<file path="config.mk">
export PLATFORM = sky130hd
export DESIGN_NAME = burst_target
export DESIGN_NICKNAME = d
export VERILOG_FILES = /design/src/rtl/burst_target.sv
export SDC_FILE = /design/constraint.sdc
export NUM_CORES = 1
export LEC_CHECK = 0
export ABC_AREA = 0
export BUFFER_PORTS_ARGS = -buffer_cell sky130_fd_sc_hd__buf_2
export CORE_AREA = 2 2 66 75
export CTS_CLUSTER_DIAMETER = 30
export DETAILED_ROUTE_END_ITERATION = 7
export DIE_AREA = 0 0 68 77
export GPL_TIMING_DRIVEN = 0
export PLACE_DENSITY = 0.75
export SETUP_SLACK_MARGIN = 0.5
export SLEW_MARGIN = 20
export SYNTH_ARGS = -nofsm -noshare
export SYNTH_HDL_FRONTEND = slang
export SYNTH_SLANG_ARGS = --single-unit
</file>
<file path="constraint.sdc">
create_clock -name clk -period 2.1 [get_ports clk]
set_clock_uncertainty 0.15 [all_clocks]
set_input_delay 0.42 -clock clk [delete_from_list [all_inputs] [get_ports clk]]
set_output_delay 0.42 -clock clk [all_outputs]
set_load 0.01 [all_outputs]
</file>
<file path="src/rtl/burst_target.sv">
module burst_target #(
  parameter int             ADW      = 32,
  parameter int             WORDS    = 16,
  parameter logic [ADW-1:0] BASE     = 'h1000,
  parameter int             MAX_WAIT = 4,
  parameter logic [3:0]     CMD_RD   = 4'h6,
  parameter logic [3:0]     CMD_WR   = 4'h7
)(
  input  logic                     clk,
  input  logic                     rst_n,
  input  logic                     frame_i,
  input  logic [3:0]               cmd_i,
  input  logic [ADW-1:0]           ad_i,
  input  logic                     irdy_i,
  output logic [ADW-1:0]           ad_o,
  output logic                     ad_oe_o,
  output logic                     trdy_o,
  output logic                     stop_o,
  output logic                     claim_o,
  output logic [$clog2(WORDS)-1:0] rf_addr_o,
  output logic                     rf_wr_o,
  output logic [ADW-1:0]           rf_wdata_o,
  output logic                     rf_rd_o,
  input  logic [ADW-1:0]           rf_rdata_i,
  input  logic                     rf_ready_i
);
  localparam int IW = $clog2(WORDS);
  localparam int LB = IW + 2;
  localparam int CW = $clog2(MAX_WAIT + 1);

  typedef enum logic [2:0] {S_IDLE, S_TURN, S_DATA, S_STOP, S_ABORT, S_SKIP} st_t;

  st_t           st;
  logic          is_rd;
  logic [IW-1:0] idx;
  logic [CW-1:0] wcnt;

  wire hit     = ad_i[ADW-1:LB] == BASE[ADW-1:LB];
  wire known   = (cmd_i == CMD_RD) || (cmd_i == CMD_WR);
  wire at_end  = idx == IW'(WORDS - 1);
  wire timeout = wcnt == CW'(MAX_WAIT);
  wire xfer    = trdy_o && irdy_i;

  assign trdy_o     = (st == S_DATA) && rf_ready_i && !timeout;
  assign stop_o     = ((st == S_DATA) && (timeout || (at_end && trdy_o))) ||
                      (st == S_STOP) || (st == S_ABORT);
  assign claim_o    = (st == S_TURN) || (st == S_DATA) || (st == S_STOP);
  assign ad_oe_o    = (st == S_DATA) && is_rd;
  assign ad_o       = rf_rdata_i;
  assign rf_addr_o  = idx;
  assign rf_wr_o    = xfer && !is_rd;
  assign rf_rd_o    = xfer && is_rd;
  assign rf_wdata_o = ad_i;

  always_ff @(posedge clk or negedge rst_n) begin
    if (!rst_n) begin
      st    <= S_IDLE;
      is_rd <= 1'b0;
      idx   <= '0;
      wcnt  <= '0;
    end else begin
      wcnt <= ((st == S_DATA) && !rf_ready_i && !timeout) ? wcnt + 1'b1 : '0;
      case (st)
        S_IDLE:
          if (frame_i) begin
            if (!hit)        st <= S_SKIP;
            else if (!known) st <= S_ABORT;
            else begin
              is_rd <= cmd_i == CMD_RD;
              idx   <= ad_i[LB-1:2];
              st    <= (cmd_i == CMD_RD) ? S_TURN : S_DATA;
            end
          end
        S_TURN: st <= S_DATA;
        S_DATA:
          if (xfer) begin
            if (!frame_i)    st <= S_IDLE;
            else if (at_end) st <= S_STOP;
            else             idx <= idx + 1'b1;
          end else if (timeout) begin
            st <= frame_i ? S_STOP : S_IDLE;
          end
        S_STOP, S_ABORT: if (!frame_i) st <= S_IDLE;
        S_SKIP: if (!frame_i && !irdy_i) st <= S_IDLE;
        default: st <= S_IDLE;
      endcase
    end
  end

  p_ready_needs_claim_r2: assert property (@(posedge clk) disable iff (!rst_n)
    trdy_o |-> claim_o);

  p_index_step_r4: assert property (@(posedge clk) disable iff (!rst_n)
    ((rf_wr_o || rf_rd_o) && frame_i && !stop_o) |=>
      (rf_addr_o == $past(rf_addr_o) + IW'(1)));

  p_turnaround_r5: assert property (@(posedge clk) disable iff (!rst_n)
    $rose(ad_oe_o) |-> $past(claim_o) && !$past(ad_oe_o));

  p_last_release_r6: assert property (@(posedge clk) disable iff (!rst_n)
    ((rf_wr_o || rf_rd_o) && !frame_i) |=> (!claim_o && !trdy_o));

  p_window_end_r8: assert property (@(posedge clk) disable iff (!rst_n)
    ((rf_wr_o || rf_rd_o) && frame_i && (rf_addr_o == IW'(WORDS - 1))) |=>
      (stop_o && !trdy_o));

  p_abort_no_ready_r10: assert property (@(posedge clk) disable iff (!rst_n)
    (stop_o && !claim_o) |-> (!trdy_o && !rf_wr_o));

  p_stop_hold_r11: assert property (@(posedge clk) disable iff (!rst_n)
    (stop_o && !trdy_o && frame_i) |=> (stop_o && !trdy_o));
endmodule

</file>
; Yosys cells after proc, flatten, opt, wreduce, memory -nomap -nowiden
; Cells that the tools add are included.
[word_totals]
reg_bits = 11
elab_cells = 74
[op_classes]
add_sub_neg = 2
eq_ne = 20
n_mux = 20
reduce_logical = 28
[op_table]
columns = op, count
row1 = $mux 3, 10
row2 = $eq 26x7->1 const B, 1
row3 = $mux 4, 6
row4 = $ne 2x2->1 const B, 8
row5 = $pmux 3 s5, 1
row6 = $logic_and 1x1->1, 11
row7 = $eq 3x3->1 const B, 3
row8 = $eq 4x3->1 const B, 2
row9 = $pmux 4 s2, 1
row10 = $reduce_and 7->1, 1
row11 = $eq 3x2->1 const B, 2
row12 = $logic_or 1x1->1, 6
row13 = $logic_not 1->1, 5
row14 = $reduce_and 5->1, 1
row15 = $add 4x1->4 const B, 1
row16 = $eq 4x4->1 const B, 1
row17 = $mux 2, 2
row18 = $ne 4x4->1 const B, 1
row19 = $reduce_and 4->1, 1
row20 = $add 3x1->3 const B, 1
row21 = $eq 3x1->1 const B, 1
row22 = $logic_not 3->1, 1
row23 = $ne 3x3->1 const B, 1
row24 = $reduce_bool 2->1, 1
row25 = $reduce_or 2->1, 1

; Logic depth before layout (Yosys ltp)
; Gate-level depths: netlist of run 1.
[logic_depth]
word_depth = 8
mapped_depth = 7

; Worst setup path after synthesis of run 1
; No wires, ideal clock.
[synth_timing]
path_kind = input port to flip-flop
from = input ad_i[21]
to = register idx[3] (netlist: rf_addr_o[3])
arrival_ns = 2.219
required_ns = 1.846
path_slack_ns = -0.373
cell_stages = 6
n_path_buf = 1
path_cell_list = or4_4 -> or2_0 -> or4_4 -> buf_6 -> and2_4 -> o41ai_2
[synth_between]
elab_chain_cells = 3
[synth_lines]
columns = item, line_no
row1 = from (decl), 13  ; input logic [ADW-1:0] ad_i,
row2 = $eq 26x7->1, 38  ; wire hit = ad_i[ADW-1:LB] == BASE[ADW-1:LB];
row3 = $ne 2x2->1 (no line), n/a
row4 = $reduce_and 7->1 (no line), n/a
row5 = to (signal assigned), 70  ; idx <= ad_i[LB-1:2];
row6 = to (signal assigned), 79  ; else idx <= idx + 1'b1;
row7 = to (decl), 35  ; logic [IW-1:0] idx;
; Every way passes these cells.
; A chain may end at the register's enable or synchronous reset.

; Final worst setup path of run 1
; Same ends and word-level chain as after synthesis.

==> out/metrics.csv, run 1 <==
metric;value;unit
finalWorstSetupSlack;-0.149;ns
netlist_instances;170;
num_vias;1609;
grt_pass1_wl;6710;µm
ys.flop_type;dfrtp_1;
synth_edf_count;0;
cts-root-buf;clkbuf_8;
cts_max_level;1;
grt_use_total;0.163;
coreArea;4490;µm²
p_leak;1.29;nW
insertedDiodeCount;0;
irDropWorstVdd;0.000282;V
ys_top_cells_by_area;buf_4 36%, dfrtp_1 20%, nand2_1 3.3%;
violations;negative setup slack;
ys_ff_latch;11;
final_max_slew_viol_count;0;
antenna_found_initial;0;
synth_largest_area_cell;buf_4;
synth_top_area_share;0.357;
clockBufferDepth;2;
syn_avg_cell_area;7.92;µm²
fin_util;0.546;
period_minus_slack;2.25;ns
finalHoldViolations;0;
drive_above_1_share;0.759;
ys_top_cells_by_count;64 x buf_4, 12 x nand2_1, 11 x dfrtp_1, 10 x nor2_1, 6 x o21ai_0;
grt_overflow;0;
max_freq;0.445;GHz
worstRegToRegCells;6;
setup_viol_count_final;5;
area_growth;82.2;%
rsz0062_at_grt;true;
pin_count;147;
gp_congestion;0.807;
row_count;26;
hp-class;input pin to flip-flop;
die_w;68;µm
first_pass_iters;4;
worstPathRequired;2.09;ns
start_util;0.300;
async_reset_ff_frac;1.00;
ys_warn_count;0;
dp_slack;-0.480;ns
r2r_end;rf_addr_o[3]$_DFFE_PN0P_;
worstMarginPinSlew;0.339;ns
layout.nets;384;
cts_sinks;11;
wl;4230;µm
drcViolationCount;0;
synth.most_common_cell;buf_4;
io_buffers;112;
fin_cells;363;
p_per_area;823;nW/µm²
grt_pass1_vias;1585;
cts_made_buffers;3;
worstHoldStart;cmd_i[0];
hold-path-endpoint;is_rd$_DFFE_PN0P_;
ys_types;40;
drtIter0Drc;36;
r2r_slack;-0.12;ns
status;finished, violations left;
ys_seq_area_frac;0.204;
avgRoutedWirePerCell;11.7;µm
cts.clk_slew.worst_paths;0.05;ns
criticalPathCategory;input pin to flip-flop;
min_delay_path_depth;2;
antenna_left;0;
crit_path_start_kind;input pin;
drv_cap;0;
die_area;5240;µm²
relSlewSlack;0.772;
grt_max_degree;12;
clk_latency;0.24;ns
period_share;1.07;
crit_path_end_kind;flip-flop;
path_max_fanout;4;
place_inst;338;
cts_tree;done;
synth_fp_nets;246;
worst-endpoint-arrival;2.24;ns
fp.dieH;77;µm
syn_area;1350;µm²
dpl.hpwl;3270;µm
vias_per_cell;4.43;
rr_startpoint;st[2]$_DFFE_PN0P_;
[placed cells by master, fill, tap and decap left out, types with 3 or more instances in the layout]
cell type	n
o22a_1	5
a21oi_4	3
nor2_4	3
o21ai_2	3
nand2_1	10
nor2_1	7
nor3_1	4
inv_1	3
nor4_1	5
buf_2	107
o21ai_1	3
buf_6	9
dfrtp_1	10
clkbuf_8	6
buf_4	79
[where the power goes]
group	leakage, nW	internal (W)	total, W	switching (W)
Sequential	0.138	0.000287	0.000374	0.0000867
Clock	0.0228	0.000134	0.000220	0.0000858
Combinational	1.13	0.000801	0.00143	0.000624
Total	1.29	0.00122	0.00202	0.000797
[cell type report]
| type | count | area (µm²) |
|---|---|---|
| Buffer | 69 | 537 |
| Inverter | 5 | 18.8 |
| Multi-Input combinational cell | 85 | 722 |
| Fill cell | 415 | 2040 |
| Clock buffer | 4 | 45.0 |
| Tap cell | 56 | 70.1 |
| Sequential cell | 11 | 277 |
| Timing Repair Buffer | 133 | 783 |
[metrics by stage]
stage          power (W)  setup TNS, ns  hold WS (ns)  area (µm²)
6_report         0.00202         -0.544         0.247        2450
5_1_grt          0.00219         -0.895         0.265        2450
4_1_cts          0.00197         -0.517         0.237        2400
3_5_place_dp     0.00134          -2.08         0.164        2050
3_3_place_gp     0.00131          -1.97         0.158        2050
2_1_floorplan    0.00105         -0.926       -0.0256        1420
[worst max-delay path by stage]
stage | start | to | slack (ns)
5_1_grt | ad_i[21] | rf_addr_o[3]$_DFFE_PN0P_ | -0.20
2_1_floorplan | ad_i[21] | rf_addr_o[3]$_DFFE_PN0P_ | -0.27
3_5_place_dp | ad_i[21] | rf_addr_o[3]$_DFFE_PN0P_ | -0.48
4_1_cts | ad_i[21] | rf_addr_o[3]$_DFFE_PN0P_ | -0.15
6_report | ad_i[21] | rf_addr_o[3]$_DFFE_PN0P_ | -0.15
3_3_place_gp | ad_i[21] | rf_addr_o[3]$_DFFE_PN0P_ | -0.44
[state kept, by name, indices dropped and copies added (netlist names)]
name / cells
rf_addr_o: 4
st: 3
is_rd: 1
wcnt: 3
[routing by layer]
layer | track usage | vias to the layer above | wire (µm)
li1 | - | 806 | -
met1 | 0.179 | 723 | 1520
met2 | 0.302 | 73 | 2370
met3 | 0.0191 | 7 | 260
met4 | 0.0660 | 0 | 78
met5 | 0 | - | 0
[worst max-delay path: stages]
cell     delay, ns
buf_6         0.09
or4_4         0.52
or2_1         0.24
or4_4         0.42
buf_6         0.14
and2_4        0.14
o41ai_2       0.27
[timing repair]
action                     in CTS  in global routing
gates resized for setup        30                  8
buffers inserted               18                  2
pin swaps                      19                  9
hold buffers                    1                  0
setup endpoints to repair      16                 15
hold endpoints to repair       11                  0
cloned                          0                  0
[cells by family (layout without fill, tap and decap cells)]
logic type / count (synthesis) / after routing / share of synthesized area
AO/OA/AOI/OAI: 25 / 25 / 0.133
adder cells (fa/ha/maj): 3 / 3 / 0.0279
multiplexers: 1 / 1 / 0.00744
flip-flops: 11 / 11 / 0.204
buffers and inverters: 74 / 211 / 0.390
AND/OR/NAND/NOR: 56 / 56 / 0.237
Note: power is estimated with default switching activity, not from simulation.
==> inputs of run 2 (changes only) <==
--- a/config.mk
+++ b/config.mk
@@ -6,7 +6,7 @@
 export NUM_CORES = 1
 export LEC_CHECK = 0
 export ABC_AREA = 0
-export BUFFER_PORTS_ARGS = -buffer_cell sky130_fd_sc_hd__buf_2
+export BUFFER_PORTS_ARGS = -buffer_cell sky130_fd_sc_hd__clkbuf_2
 export CORE_AREA = 2 2 66 75
 export CTS_CLUSTER_DIAMETER = 30
 export DETAILED_ROUTE_END_ITERATION = 7
==> out/metrics.csv, run 2 (synthesis gave the netlist of run 1 again) <==
metric;value;unit
status;finished, violations left;
violations;negative setup slack;
cts_made_buffers;3;
finalWorstSetupSlack;-0.163;ns
area_growth;87.3;%
num_vias;1653;
avgRoutedWirePerCell;12.0;µm
rsz0062_at_grt;true;
drive_above_1_share;0.771;
hold_ws;0.263;ns
p_per_area;883;nW/µm²
fin_setup_tns;-0.774;ns
dpl.hpwl;3330;µm
final_common_cell;clkbuf_2;
grt_pass1_wl;6820;µm
grt_pass1_vias;1624;
cts_max_level;1;
max_freq;0.442;GHz
cts_sinks;11;
fin_util;0.562;
critical_path.cell_chain;buf_6, or4_4, or2_1, or4_4, buf_6, and2_4, o41ai_2;
relSlewSlack;0.772;
vias_per_cell;4.47;
criticalPathCategory;input pin to flip-flop;
coreArea;4490;µm²
row_count;26;
r2r_slack;-0.10;ns
die_w;68;µm
pin_count;147;
antenna_left;0;
clk_latency;0.24;ns
io_buffers;112;
start_util;0.300;
layout.nets;391;
cts-root-buf;clkbuf_8;
critPathSlowestCell;or4_4;
crit_path_end_kind;flip-flop;
worstMarginPinSlew;0.339;ns
path_max_fanout;3;
irDropWorstVdd;0.000335;V
finalHoldViolations;0;
first_pass_iters;4;
final_max_slew_viol_count;0;
drcViolationCount;0;
drtIter0Drc;42;
largest_reg_flops;4;
setup_viol_count_final;6;
grt_max_degree;12;
p_total;0.00223;W
worstPathRequired;2.09;ns
dp_slack;-0.464;ns
hp-class;input pin to flip-flop;
antenna_found_initial;0;
fillers;417;
worst-endpoint-arrival;2.25;ns
insertedDiodeCount;0;
grt_overflow;0;
gp_congestion;0.791;
cpPeakStageDelay;0.53;ns
period_minus_slack;2.26;ns
crit_path_start_kind;input pin;
clockBufferDepth;2;
fp.dieH;77;µm
grt_use_total;0.163;
wl;4440;µm
drv_cap;0;
period_share;1.08;
final_cell_mix;105 x clkbuf_2, 82 x buf_4, 13 x buf_6, 11 x dfrtp_1, 9 x nand2_1;
die_area;5240;µm²
cts.clk_slew.worst_paths;0.05;ns
cts_tree;done;
p_leak;1.35;nW
-- run 2: changes by cell type in the layout (fill, tap and decap cells not counted), moves of 2 or more --
cell,change
buf_6,+4
buf_2,-105
clkbuf_2,+105
buf_4,+3
a21oi_2,+2
a21oi_4,-2
-- run 2: worst paths after layout --
path / from / end / depth (start not counted)
min reg2reg: wcnt[0]$_DFF_PN0_ / wcnt[0]$_DFF_PN0_ / 2
min in group asynchronous: rst_n / wcnt[0]$_DFF_PN0_ / 2
min: cmd_i[0] / is_rd$_DFFE_PN0P_ / 2
max: ad_i[21] / rf_addr_o[3]$_DFFE_PN0P_ / 7
max in group asynchronous: rst_n / st[1]$_DFFE_PN0P_ / 2
max reg2reg: st[2]$_DFFE_PN0P_ / rf_addr_o[3]$_DFFE_PN0P_ / 6
-- run 2: per-layer routing --
metal  vias to the layer above  routed length [µm]  global-route usage
met4                         0                  46              0.0540
met1                       763                1600               0.177
met5                         -                   0                   0
met3                         4                 262              0.0161
li1                        817                   -                   -
met2                        69                2530               0.314
-- run 2: timing repair --
| action | CTS | global route |
|---|---|---|
| hold buffers | 1 | 0 |
| resized for setup | 24 | 26 |
| pin swaps | 14 | 12 |
| endpoints found under the hold margin | 11 | 0 |
| setup endpoints to repair | 16 | 16 |
| buffers inserted | 19 | 7 |
| gates cloned | 1 | 0 |
-- run 2: report_power, final --
group          switching, W  internal, W  leakage, nW
Sequential        0.0000829     0.000285        0.139
Combinational      0.000694     0.000947         1.19
Clock             0.0000822     0.000134       0.0228
-- run 2: critical path: cells and delay by family --
family	cells	cell delay (ns)
simple gates	4	1.33
compound gates	1	0.27
buf+inv	2	0.22
-- run 2: area by class of cell --
cell class,count,area [µm²],area share
Timing Repair Buffer,140,858,0.340
Sequential cell,11,275,0.109
Clock buffer,4,45.0,0.0179
Inverter,5,18.8,0.00744
Buffer,69,538,0.213
Multi-Input combinational cell,85,716,0.284
Tap cell,56,70.1,0.0278
-- run 2: stage by stage --
stage | std cells | cell area, µm²
CTS | 363 | 2390
detailed placement | 338 | 2050
finish | 370 | 2520
floorplan | 170 | 1420
global placement | 338 | 2050
global route | 370 | 2520
==> inputs of run 3 (changes only) <==
--- a/config.mk
+++ b/config.mk
@@ -5,12 +5,12 @@
 export SDC_FILE = /design/constraint.sdc
 export NUM_CORES = 1
 export LEC_CHECK = 0
-export ABC_AREA = 0
+export ABC_AREA = 1
 export BUFFER_PORTS_ARGS = -buffer_cell sky130_fd_sc_hd__clkbuf_2
-export CORE_AREA = 2 2 66 75
+export CORE_AREA = 2 2 68 76
 export CTS_CLUSTER_DIAMETER = 30
 export DETAILED_ROUTE_END_ITERATION = 7
-export DIE_AREA = 0 0 68 77
+export DIE_AREA = 0 0 70 78
 export GPL_TIMING_DRIVEN = 0
 export PLACE_DENSITY = 0.75
 export SETUP_SLACK_MARGIN = 0.5
==> constraint.sdc (replaced) <==
create_clock -name clk -period 2.1 [get_ports clk]
set_clock_uncertainty 0.15 [all_clocks]
set_input_delay 0.42 -clock clk [delete_from_list [all_inputs] [get_ports clk]]
set_output_delay 0.42 -clock clk [all_outputs]
set_load 0.02 [all_outputs]
==> out/metrics.csv, run 3 <==
metric;value;unit
status;complete, no violations;
grt_pass1_wl;6200;µm
row_count;26;
dpl.hpwl;3280;µm
ys_warn_count;0;
worst_path_most_repeated_cell;nor2_4;
rsz0062_at_grt;true;
crit_family;simple AND/OR/NAND/NOR gates;
crit_path_end_kind;output port;
gp_congestion;0.809;
cts_sinks;11;
die_w;70;µm
worst-endpoint-arrival;1.44;ns
num_vias;1741;
ys.flop_type;dfrtp_1;
irDropWorstVdd;0.000596;V
hp-class;input pin to flip-flop;
avgRoutedWirePerCell;9.39;µm
wl;3950;µm
ys_ff_latch;11;
drcViolationCount;0;
ys_top_cells_by_area;buf_4 32%, dfrtp_1 18%, nand2_1 13%;
cts-root-buf;clkbuf_8;
setup_viol_count_final;0;
first_pass_iters;4;
coreArea;4620;µm²
min_delay_path_depth;5;
drv_cap;0;
final_max_slew_viol_count;0;
path_max_fanout;3;
p_total;0.00177;W
cpPeakStageDelay;0.42;ns
p_leak;1.45;nW
period_minus_slack;2.01;ns
final_cell_mix;106 x clkbuf_2, 74 x buf_4, 44 x nand2_1, 36 x nor2_1, 22 x inv_1;
fin_setup_tns;0;ns
critPathSlowestCell;dfrtp_2;
pin_count;147;
worstPathRequired;1.53;ns
clk_latency;0.23;ns
syn_area;1490;µm²
grt_use_total;0.134;
finalHoldViolations;0;
grt_overflow;0;
fillers;450;
ys_types;24;
max_freq;0.497;GHz
netlist_instances;232;
cts_max_level;1;
area_growth;68.2;%
synth_top_area_share;0.322;
critical_path.cell_chain;nor3_4, nand2_2, nor2_4, nand2_4, nor2_4, buf_8;
relSlewSlack;0.816;
antenna_found_initial;0;
ys_top_cells_by_count;64 x buf_4, 52 x nand2_1, 42 x nor2_1, 23 x inv_1, 11 x dfrtp_1;
worstMarginPinSlew;0.276;ns
cts_tree;done;
die_area;5460;µm²
clockBufferDepth;2;
grt_max_degree;12;
vias_per_cell;4.15;
drive_above_1_share;0.626;
cp_num_cells;6;
p_per_area;707;nW/µm²
worstRegToRegCells;12;
grt_pass1_vias;1537;
layout.nets;441;
period_share;0.959;
ys_seq_area_frac;0.185;
drtIter0Drc;22;
largest_reg_flops;4;
antenna_left;0;
synth_largest_area_cell;buf_4;
async_reset_ff_frac;1.00;
fp.dieH;78;µm
insertedDiodeCount;0;
syn_avg_cell_area;6.42;µm²
cts.clk_slew.worst_paths;0.05;ns
start_util;0.323;
synth_fp_nets;308;
synth.most_common_cell;buf_4;
io_buffers;112;
criticalPathCategory;flip-flop to output port;
crit_path_start_kind;flip-flop;
final_common_cell;clkbuf_2;
critPathBufInv;1;
synth_edf_count;0;
cts_made_buffers;3;
==> run 3: worst paths after layout <==
path / to / from / slack, ns
max: rf_rd_o / st[0]$_DFFE_PN0P_ / 0.09
min: rf_addr_o[1]$_DFFE_PN0P_ / ad_i[3] / 0.38
max reg2reg: st[0]$_DFFE_PN0P_ / st[0]$_DFFE_PN0P_ / 0.17
min reg2reg: wcnt[0]$_DFF_PN0_ / wcnt[0]$_DFF_PN0_ / 0.38
max in group asynchronous: rf_addr_o[0]$_DFFE_PN0P_ / rst_n / 1.13
min in group asynchronous: st[1]$_DFFE_PN0P_ / rst_n / 0.44
==> run 3: metrics by stage <==
| stage | cell area, µm² | instances | hold slack (ns) | setup WS (ns) | utilization |
|---|---|---|---|---|---|
| floorplan | 1540 | 232 | -0.0256 | 0.226 | - |
| global placement | 2170 | 400 | 0.153 | 0.110 | 0.469 |
| detailed placement | 2170 | 400 | 0.156 | 0.0691 | 0.469 |
| CTS | 2400 | 416 | 0.363 | 0.0762 | 0.520 |
| global route | 2510 | 420 | 0.396 | -0.00510 | 0.543 |
| finish | 2510 | 420 | 0.375 | 0.0860 | 0.543 |
==> run 3: where the power goes <==
group,switching (W),internal (W),leakage (nW)
clock,0.0000748,0.000130,0.0255
sequential,0.0000981,0.000282,0.135
combinational,0.000648,0.000539,1.29
==> run 3: timing repair <==
item / 4_1_cts / 5_1_grt
gates resized for setup: 23 / 23
setup endpoints to repair: 13 / 14
buffers inserted: 11 / 4
endpoints found under the hold margin: 11 / 0
hold buffers: 1 / 0
pin swaps: 5 / 7
==> run 3: logic make-up after synthesis <==
| family | share of synthesized area |
|---|---|
| simple gates | 0.358 |
| buf+inv | 0.383 |
| flops | 0.185 |
| compound gates | 0.0319 |
| xor+xnor | 0.0176 |
| fa+ha+maj | 0.0252 |
==> run 3: worst register-to-register path, cell delays in order (launching register included) <==
cell	delay, ns
dfrtp_2	0.42
nor3_4	0.25
nand2_2	0.11
nor2_4	0.12
nand2_4	0.09
buf_4	0.14
buf_6	0.10
buf_6	0.13
nand2_4	0.08
inv_1	0.05
nor2_2	0.12
nand2_1	0.06
nand2_1	0.05
==> run 3: final cells by class <==
| cell class | count | area (µm²) | share of cell area |
|---|---|---|---|
| flip-flops and latches | 11 | 279 | 0.111 |
| well taps | 56 | 70.1 | 0.0280 |
| inverters | 24 | 93.8 | 0.0374 |
| multi-input cells | 133 | 779 | 0.311 |
| clock inverters | 1 | 5.00 | 0.00200 |
| repair buffers | 128 | 757 | 0.302 |
| plain buffers | 64 | 480 | 0.192 |
| clock buffers | 3 | 41.3 | 0.0165 |
==> run 3: metal layers <==
| layer | global-route usage | wire length [µm] |
|---|---|---|
| met1 | 0.151 | 1460 |
| met2 | 0.266 | 2110 |
| met3 | 0.0195 | 346 |
| met4 | 0.0192 | 27 |
| met5 | 0 | 0 |
